--- src/rtl/pin_trk_pkg.sv ---
`timescale 1ns/1ps
package pin_trk_pkg;

  typedef enum logic [1:0] {
    EOI_IDLE    = 2'd0,
    EOI_HIT     = 2'd1,
    EOI_NOMATCH = 2'd2,
    EOI_STALE   = 2'd3
  } eoi_res_t;

  typedef struct packed {
    logic bad_pin;
    logic eoi_nomatch;
    logic eoi_stale;
  } trk_flags_t;

endpackage

--- src/rtl/trk_hi_pick.sv ---
`timescale 1ns/1ps
// Highest-index set bit of a vector.
module trk_hi_pick #(
  parameter int W     = 24,
  parameter int IDX_W = $clog2(W)
) (
  input  logic [W-1:0]     cand,
  output logic             any,
  output logic [IDX_W-1:0] idx
);

  always_comb begin
    any = 1'b0;
    idx = '0;
    for (int i = 0; i < W; i++) begin
      if (cand[i]) begin
        any = 1'b1;
        idx = IDX_W'(i);
      end
    end
  end

endmodule

--- src/rtl/trk_req_next.sv ---
`timescale 1ns/1ps
// Next request vector: service clear, bulk set, bulk clear, single pin.
module trk_req_next #(
  parameter int NUM_PINS = 24,
  parameter int BULK_W   = 16,
  parameter int IDX_W    = $clog2(NUM_PINS)
) (
  input  logic [NUM_PINS-1:0] req_cur,
  input  logic [NUM_PINS-1:0] svc_clr,
  input  logic                set_valid,
  input  logic [BULK_W-1:0]   set_mask,
  input  logic                clr_valid,
  input  logic [BULK_W-1:0]   clr_mask,
  input  logic                enable,
  input  logic [NUM_PINS-1:0] pin_mask,
  input  logic [NUM_PINS-1:0] pin_level,
  input  logic                upd_valid,
  input  logic [IDX_W-1:0]    upd_idx,
  input  logic                upd_level,
  output logic [NUM_PINS-1:0] req_nxt,
  output logic                bad_pin
);

  localparam logic [IDX_W:0] PIN_LIMIT = (IDX_W+1)'(NUM_PINS);

  logic [NUM_PINS-1:0] set_ext;
  logic [NUM_PINS-1:0] clr_ext;

  generate
    if (BULK_W < NUM_PINS) begin : g_pad
      assign set_ext = {{(NUM_PINS-BULK_W){1'b0}}, set_mask};
      assign clr_ext = {{(NUM_PINS-BULK_W){1'b0}}, clr_mask};
    end else begin : g_trim
      assign set_ext = set_mask[NUM_PINS-1:0];
      assign clr_ext = clr_mask[NUM_PINS-1:0];
    end
  endgenerate

  always_comb begin
    req_nxt = req_cur & ~svc_clr;
    if (set_valid) req_nxt = req_nxt | set_ext;
    if (clr_valid) req_nxt = req_nxt & ~clr_ext;
    bad_pin = upd_valid && ({1'b0, upd_idx} >= PIN_LIMIT);
    if (upd_valid && !bad_pin && enable && !pin_mask[upd_idx]) begin
      if (pin_level[upd_idx])
        req_nxt[upd_idx] = upd_level;
      else if (upd_level)
        req_nxt[upd_idx] = 1'b1;
    end
  end

endmodule

--- src/rtl/trk_eoi_match.sv ---
`timescale 1ns/1ps
// End-of-interrupt lookup: lowest index in 0..NUM_PINS-2 whose vector matches.
module trk_eoi_match
  import pin_trk_pkg::*;
#(
  parameter int NUM_PINS = 24,
  parameter int VEC_W    = 8
) (
  input  logic                      eoi_valid,
  input  logic [VEC_W-1:0]          eoi_vector,
  input  logic [NUM_PINS*VEC_W-1:0] cfg_vector,
  input  logic [NUM_PINS-1:0]       isr_cur,
  output logic [NUM_PINS-1:0]       isr_clr,
  output eoi_res_t                  res
);

  logic [NUM_PINS-1:0] first_hit;
  logic                any_hit;

  always_comb begin
    first_hit = '0;
    any_hit   = 1'b0;
    for (int i = NUM_PINS-2; i >= 0; i--) begin
      if (cfg_vector[i*VEC_W +: VEC_W] == eoi_vector) begin
        first_hit    = '0;
        first_hit[i] = 1'b1;
        any_hit      = 1'b1;
      end
    end
  end

  always_comb begin
    isr_clr = '0;
    res     = EOI_IDLE;
    if (eoi_valid) begin
      if (!any_hit) begin
        res = EOI_NOMATCH;
      end else if ((first_hit & isr_cur) == '0) begin
        res = EOI_STALE;
      end else begin
        res     = EOI_HIT;
        isr_clr = first_hit;
      end
    end
  end

endmodule

--- src/rtl/pin_req_tracker.sv ---
`timescale 1ns/1ps
module pin_req_tracker
  import pin_trk_pkg::*;
#(
  parameter  int NUM_PINS = 24,
  parameter  int BULK_W   = 16,
  parameter  int VEC_W    = 8,
  localparam int IDX_W    = $clog2(NUM_PINS)
) (
  input  logic                      clk,
  input  logic                      rst_n,
  input  logic                      ctl_enable,
  input  logic [NUM_PINS*VEC_W-1:0] cfg_vector,
  input  logic [NUM_PINS-1:0]       cfg_mask,
  input  logic [NUM_PINS-1:0]       cfg_level,
  input  logic                      upd_valid,
  input  logic [IDX_W-1:0]          upd_idx,
  input  logic                      upd_level,
  input  logic                      bset_valid,
  input  logic [BULK_W-1:0]         bset_mask,
  input  logic                      bclr_valid,
  input  logic [BULK_W-1:0]         bclr_mask,
  input  logic                      eoi_valid,
  input  logic [VEC_W-1:0]          eoi_vector,
  input  logic                      dlv_ready,
  output logic                      dlv_valid,
  output logic [IDX_W-1:0]          dlv_pin,
  output logic [VEC_W-1:0]          dlv_vector,
  output logic                      dlv_level,
  output logic [NUM_PINS-1:0]       req_vec,
  output logic [NUM_PINS-1:0]       isr_vec,
  output logic                      pin_err,
  output logic                      eoi_nomatch,
  output logic                      eoi_stale
);

  logic [NUM_PINS-1:0] req_q, req_nxt;
  logic [NUM_PINS-1:0] isr_q, isr_nxt;
  trk_flags_t          flags_q, flags_nxt;

  logic [NUM_PINS-1:0] cand;
  logic                cand_any;
  logic [IDX_W-1:0]    sel;
  logic                sel_masked;
  logic                svc_done;
  logic [NUM_PINS-1:0] svc_onehot;
  logic [NUM_PINS-1:0] eoi_clr;
  eoi_res_t            eoi_res;
  logic                bad_pin;
  logic                req_we;
  logic                isr_we;

  // candidate selection
  assign cand = req_q & ~isr_q;

  trk_hi_pick #(.W(NUM_PINS), .IDX_W(IDX_W)) u_pick (
    .cand (cand),
    .any  (cand_any),
    .idx  (sel)
  );

  assign sel_masked = cfg_mask[sel];
  assign svc_done   = cand_any && (sel_masked || dlv_ready);

  generate
    for (genvar g = 0; g < NUM_PINS; g++) begin : g_svc
      assign svc_onehot[g] = svc_done && (sel == IDX_W'(g));
    end
  endgenerate

  // request vector next state
  trk_req_next #(.NUM_PINS(NUM_PINS), .BULK_W(BULK_W), .IDX_W(IDX_W)) u_req (
    .req_cur   (req_q),
    .svc_clr   (svc_onehot),
    .set_valid (bset_valid),
    .set_mask  (bset_mask),
    .clr_valid (bclr_valid),
    .clr_mask  (bclr_mask),
    .enable    (ctl_enable),
    .pin_mask  (cfg_mask),
    .pin_level (cfg_level),
    .upd_valid (upd_valid),
    .upd_idx   (upd_idx),
    .upd_level (upd_level),
    .req_nxt   (req_nxt),
    .bad_pin   (bad_pin)
  );

  // end-of-interrupt lookup
  trk_eoi_match #(.NUM_PINS(NUM_PINS), .VEC_W(VEC_W)) u_eoi (
    .eoi_valid  (eoi_valid),
    .eoi_vector (eoi_vector),
    .cfg_vector (cfg_vector),
    .isr_cur    (isr_q),
    .isr_clr    (eoi_clr),
    .res        (eoi_res)
  );

  // next state
  always_comb begin
    isr_nxt               = (isr_q & ~eoi_clr) | (svc_onehot & cfg_level);
    flags_nxt.bad_pin     = bad_pin;
    flags_nxt.eoi_nomatch = (eoi_res == EOI_NOMATCH);
    flags_nxt.eoi_stale   = (eoi_res == EOI_STALE);
    req_we                = svc_done || bset_valid || bclr_valid || upd_valid;
    isr_we                = svc_done || eoi_valid;
  end

  // registers
  always_ff @(posedge clk or negedge rst_n) begin
    if (!rst_n) begin
      req_q <= '0;
    end else if (req_we) begin
      req_q <= req_nxt;
    end
  end

  always_ff @(posedge clk or negedge rst_n) begin
    if (!rst_n) begin
      isr_q <= '0;
    end else if (isr_we) begin
      isr_q <= isr_nxt;
    end
  end

  always_ff @(posedge clk or negedge rst_n) begin
    if (!rst_n) begin
      flags_q <= '0;
    end else begin
      flags_q <= flags_nxt;
    end
  end

  // outputs
  assign dlv_valid   = cand_any && !sel_masked;
  assign dlv_pin     = sel;
  assign dlv_vector  = cfg_vector[sel*VEC_W +: VEC_W];
  assign dlv_level   = cfg_level[sel];
  assign req_vec     = req_q;
  assign isr_vec     = isr_q;
  assign pin_err     = flags_q.bad_pin;
  assign eoi_nomatch = flags_q.eoi_nomatch;
  assign eoi_stale   = flags_q.eoi_stale;

endmodule

--- config.mk ---
export PLATFORM = sky130hd
export DESIGN_NAME = pin_req_tracker
export DESIGN_NICKNAME = d
export VERILOG_FILES = /design/src/rtl/pin_trk_pkg.sv /design/src/rtl/trk_hi_pick.sv /design/src/rtl/trk_req_next.sv /design/src/rtl/trk_eoi_match.sv /design/src/rtl/pin_req_tracker.sv
export SDC_FILE = /design/constraint.sdc
export NUM_CORES = 1
export LEC_CHECK = 0
export BUFFER_PORTS_ARGS = -buffer_cell sky130_fd_sc_hd__buf_2
export CAP_MARGIN = 20
export CORE_MARGIN = 2
export CORE_UTILIZATION = 40
export CTS_BUF_LIST = sky130_fd_sc_hd__clkbuf_4
export CTS_CLUSTER_DIAMETER = 30
export CTS_CLUSTER_SIZE = 10
export DETAILED_ROUTE_END_ITERATION = 10
export HOLD_SLACK_MARGIN = 0.05
export PLACE_DENSITY = 0.69
export SLEW_MARGIN = 20
export SYNTH_ARGS = -nofsm -noshare
export SYNTH_HDL_FRONTEND = slang
export SYNTH_SLANG_ARGS = --single-unit
--- constraint.sdc ---
create_clock -name clk -period 4.3 [get_ports clk]
set_clock_uncertainty 0.2 [all_clocks]
set_input_delay 0.86 -clock clk [delete_from_list [all_inputs] [get_ports clk]]
set_output_delay 0.86 -clock clk [all_outputs]
set_load 0.05 [all_outputs]
==> impl_metrics.env <==
export IMPL_drc_errors=0
export IMPL_cts_buffer_depth=2
export IMPL_dp_slack_ps=-69.2
export IMPL_grt_pass1_wl_um=65000
export IMPL_start_util_pct=40.9
export IMPL_hold_viol=0
export IMPL_final_area_um2=12100
export IMPL_fp_dieArea_um2=21900
export IMPL_cts_tree="built"
export IMPL_finalSetupViolCount=10
export IMPL_crit_type="register to primary output"
export IMPL_worst_slack_ps=-348
export IMPL_synth_nets=1497
export IMPL_drtPass1Iterations=7
export IMPL_drt_iter0_markers=1328
export IMPL_yosysUniqueCellTypes=77
export IMPL_ant_nets=0
export IMPL_netlist_area_um2=8300
export IMPL_yosys_warnings=0
export IMPL_start_kind="register"
export IMPL_critPathMaxFanout=6
export IMPL_core_area_um2=20300
export IMPL_cts_root_buffer="clkbuf_4"
export IMPL_drt_wl_total_um=44700
export IMPL_clkLatencyLatePin_ps=400
export IMPL_htreeDepth=2
export IMPL_yosysSeqAreaShare_pct=15.4
export IMPL_finalCriticalPeriod_ps=4650
export IMPL_dp_cells=1881
export IMPL_drive_gt1_share_pct=36.9
export IMPL_critPathArrivalTime_ps=3590
export IMPL_gp_congestion=1.02
export IMPL_synth_area_leaders="dfrtp_1 (15%), nand2_1 (12%), xor2_1 (12%), xnor2_1 (7.6%), nand3_1 (3.7%)"
export IMPL_grt_max_degree=50
export IMPL_cts_num_sinks=51
export IMPL_drv_slew=0
export IMPL_synth_top_area_cell="dfrtp_1"
export IMPL_cap_violations=0
export IMPL_overflow=0
export IMPL_first_global_vias=11149
export IMPL_clk_pin_slew_ps=180
export IMPL_rows=52
export IMPL_yosys_top_cells_count="nand2_1 (276), xor2_1 (112), xnor2_1 (72)"
export IMPL_fin_cells=1914
export IMPL_critPathRequiredTime_ps=3240
export IMPL_post_route_period_util_pct=108
export IMPL_ioPinCount=360
export IMPL_place_area_um2=11400
export IMPL_synth_flop_cell="dfrtp_1"
export IMPL_detailroute_via_count=11646
export IMPL_fill_cells=2019
export IMPL_status="finished with violations"
export IMPL_cp_end_kind="primary output"
export IMPL_cts_buffers=5
export IMPL_r2r_slack_ps=270
export IMPL_rsz0062_at_grt="true"
export IMPL_portBuffers=359
export IMPL_antenna_found_initial=1
export IMPL_die_h_um=148
export IMPL_routedWlPerCell_um=23.3
export IMPL_fmax_mhz=215
export IMPL_async_reset_ff_share_pct=100
export IMPL_synth_seq_cells=51
export IMPL_hold_path_class="register to register"
export IMPL_slew_headroom_pct=27.5
export IMPL_fp_dieW_um=148
export IMPL_synth_edf_count=0
export IMPL_syn_avg_cell_area_um2=6.90
export IMPL_synth_most_common_cell="nand2_1"
export IMPL_worst_pin_slew_ps=1060
export IMPL_grtUsageTotal_pct=38.7
export IMPL_dp_hpwl_um=36300
export IMPL_cts_hold_buf=0
export IMPL_synth_top_cell_area_share_pct=15.4
export IMPL_avgViaCountPerCell=6.08
export IMPL_synth_cells=1203
export IMPL_nNetsFinal=1936
export IMPL_violations="setup timing"
export IMPL_area_growth_synth_to_final_pct=45.9
## cell type report
type | count | area, um^2 | share of cell area (%)
Antenna cell | 1 | 2.50 | 0.0207
Sequential cell | 51 | 1280 | 10.6
Clock inverter | 3 | 43.8 | 0.362
Clock buffer | 5 | 37.5 | 0.310
Timing Repair Buffer | 518 | 3450 | 28.5
Inverter | 23 | 96.3 | 0.796
Tap cell | 270 | 338 | 2.79
Multi-Input combinational cell | 1043 | 6850 | 56.6
## per-layer routing
layer / share of wire, % / track usage (%)
met1: 38 / 49.1
met2: 47 / 65.9
met3: 10 / 6.02
met4: 4.2 / 15.5
met5: 0 / 0
## state kept, by name, summed over array words and instances, names as in the netlist
name         count
eoi_nomatch      1
req_vec         24
eoi_stale        1
pin_err          1
isr_vec         24
## cells in the final DEF (no fill, tap or decap), types with 8 or more instances in the layout
cell type	n
a21oi_1	44
a22oi_1	13
a31oi_1	25
and2_1	10
and3_1	29
buf_12	17
buf_2	349
buf_4	129
buf_6	8
buf_8	8
dfrtp_1	46
inv_1	21
mux4_2	12
nand2_1	273
nand2b_1	20
nand3_1	61
nand4_1	26
nor2_1	48
nor2b_1	10
nor3_1	19
nor4_1	37
o211ai_1	18
o21ai_0	29
o21ai_1	11
o22ai_1	12
o31ai_1	14
xnor2_1	72
xor2_1	112
## repair_timing
item	4_1_cts	5_1_grt
gates resized for setup	56	33
setup buffers	7	12
pin swaps	12	23
gates cloned	3	3
endpoints found under the setup margin	10	13
endpoints found under the hold margin	0	0
## through the flow
step           utilization, %  hold WS [ps]  TNS [ps]
2_1_floorplan               -           364         0
6_report                 59.6           373     -2960
5_1_grt                  59.6           403     -3940
4_1_cts                  58.1           374     -2560
3_3_place_gp             56.0           334     -78.6
3_5_place_dp             56.0           349     -76.5
## critical path: stages (launching register included)
cell      delay [ps]
dfrtp_1          420
nand2b_4         150
o21ba_4          220
o2111a_1         240
a221o_2          430
a21oi_4          210
buf_12           160
buf_12           130
buf_8            110
nand2_1           50
and3_1           160
a311oi_2         370
a31oi_2           90
a31oi_4          250
buf_6            190
## path summary, 6_finish.rpt
kind	start	end	depth (start not counted)
max	isr_vec[8]	dlv_vector[7]	14
min in group asynchronous	rst_n	req_vec[16]	1
min	req_vec[11]	req_vec[11]	2
max reg2reg	req_vec[11]	isr_vec[18]	14
max in group asynchronous	rst_n	isr_vec[17]	2
min reg2reg	req_vec[11]	req_vec[11]	2
## logic make-up (layout without fill, tap and decap cells)
group                  after synthesis  count (layout)  share of synthesized area, %
AO/OA/AOI/OAI                      270             270                          23.1
XOR/XNOR                           184             184                          19.4
buffers and inverters              109             549                          5.90
flip-flops                          51              51                          15.4
multiplexers                        18              18                          4.04
other                                0               1                             0
AND/OR/NAND/NOR                    571             571                          32.2
Power is left out: the tool's default activity adds up to more than one toggle a clock period on the data nets, which glitch-free logic cannot reach.
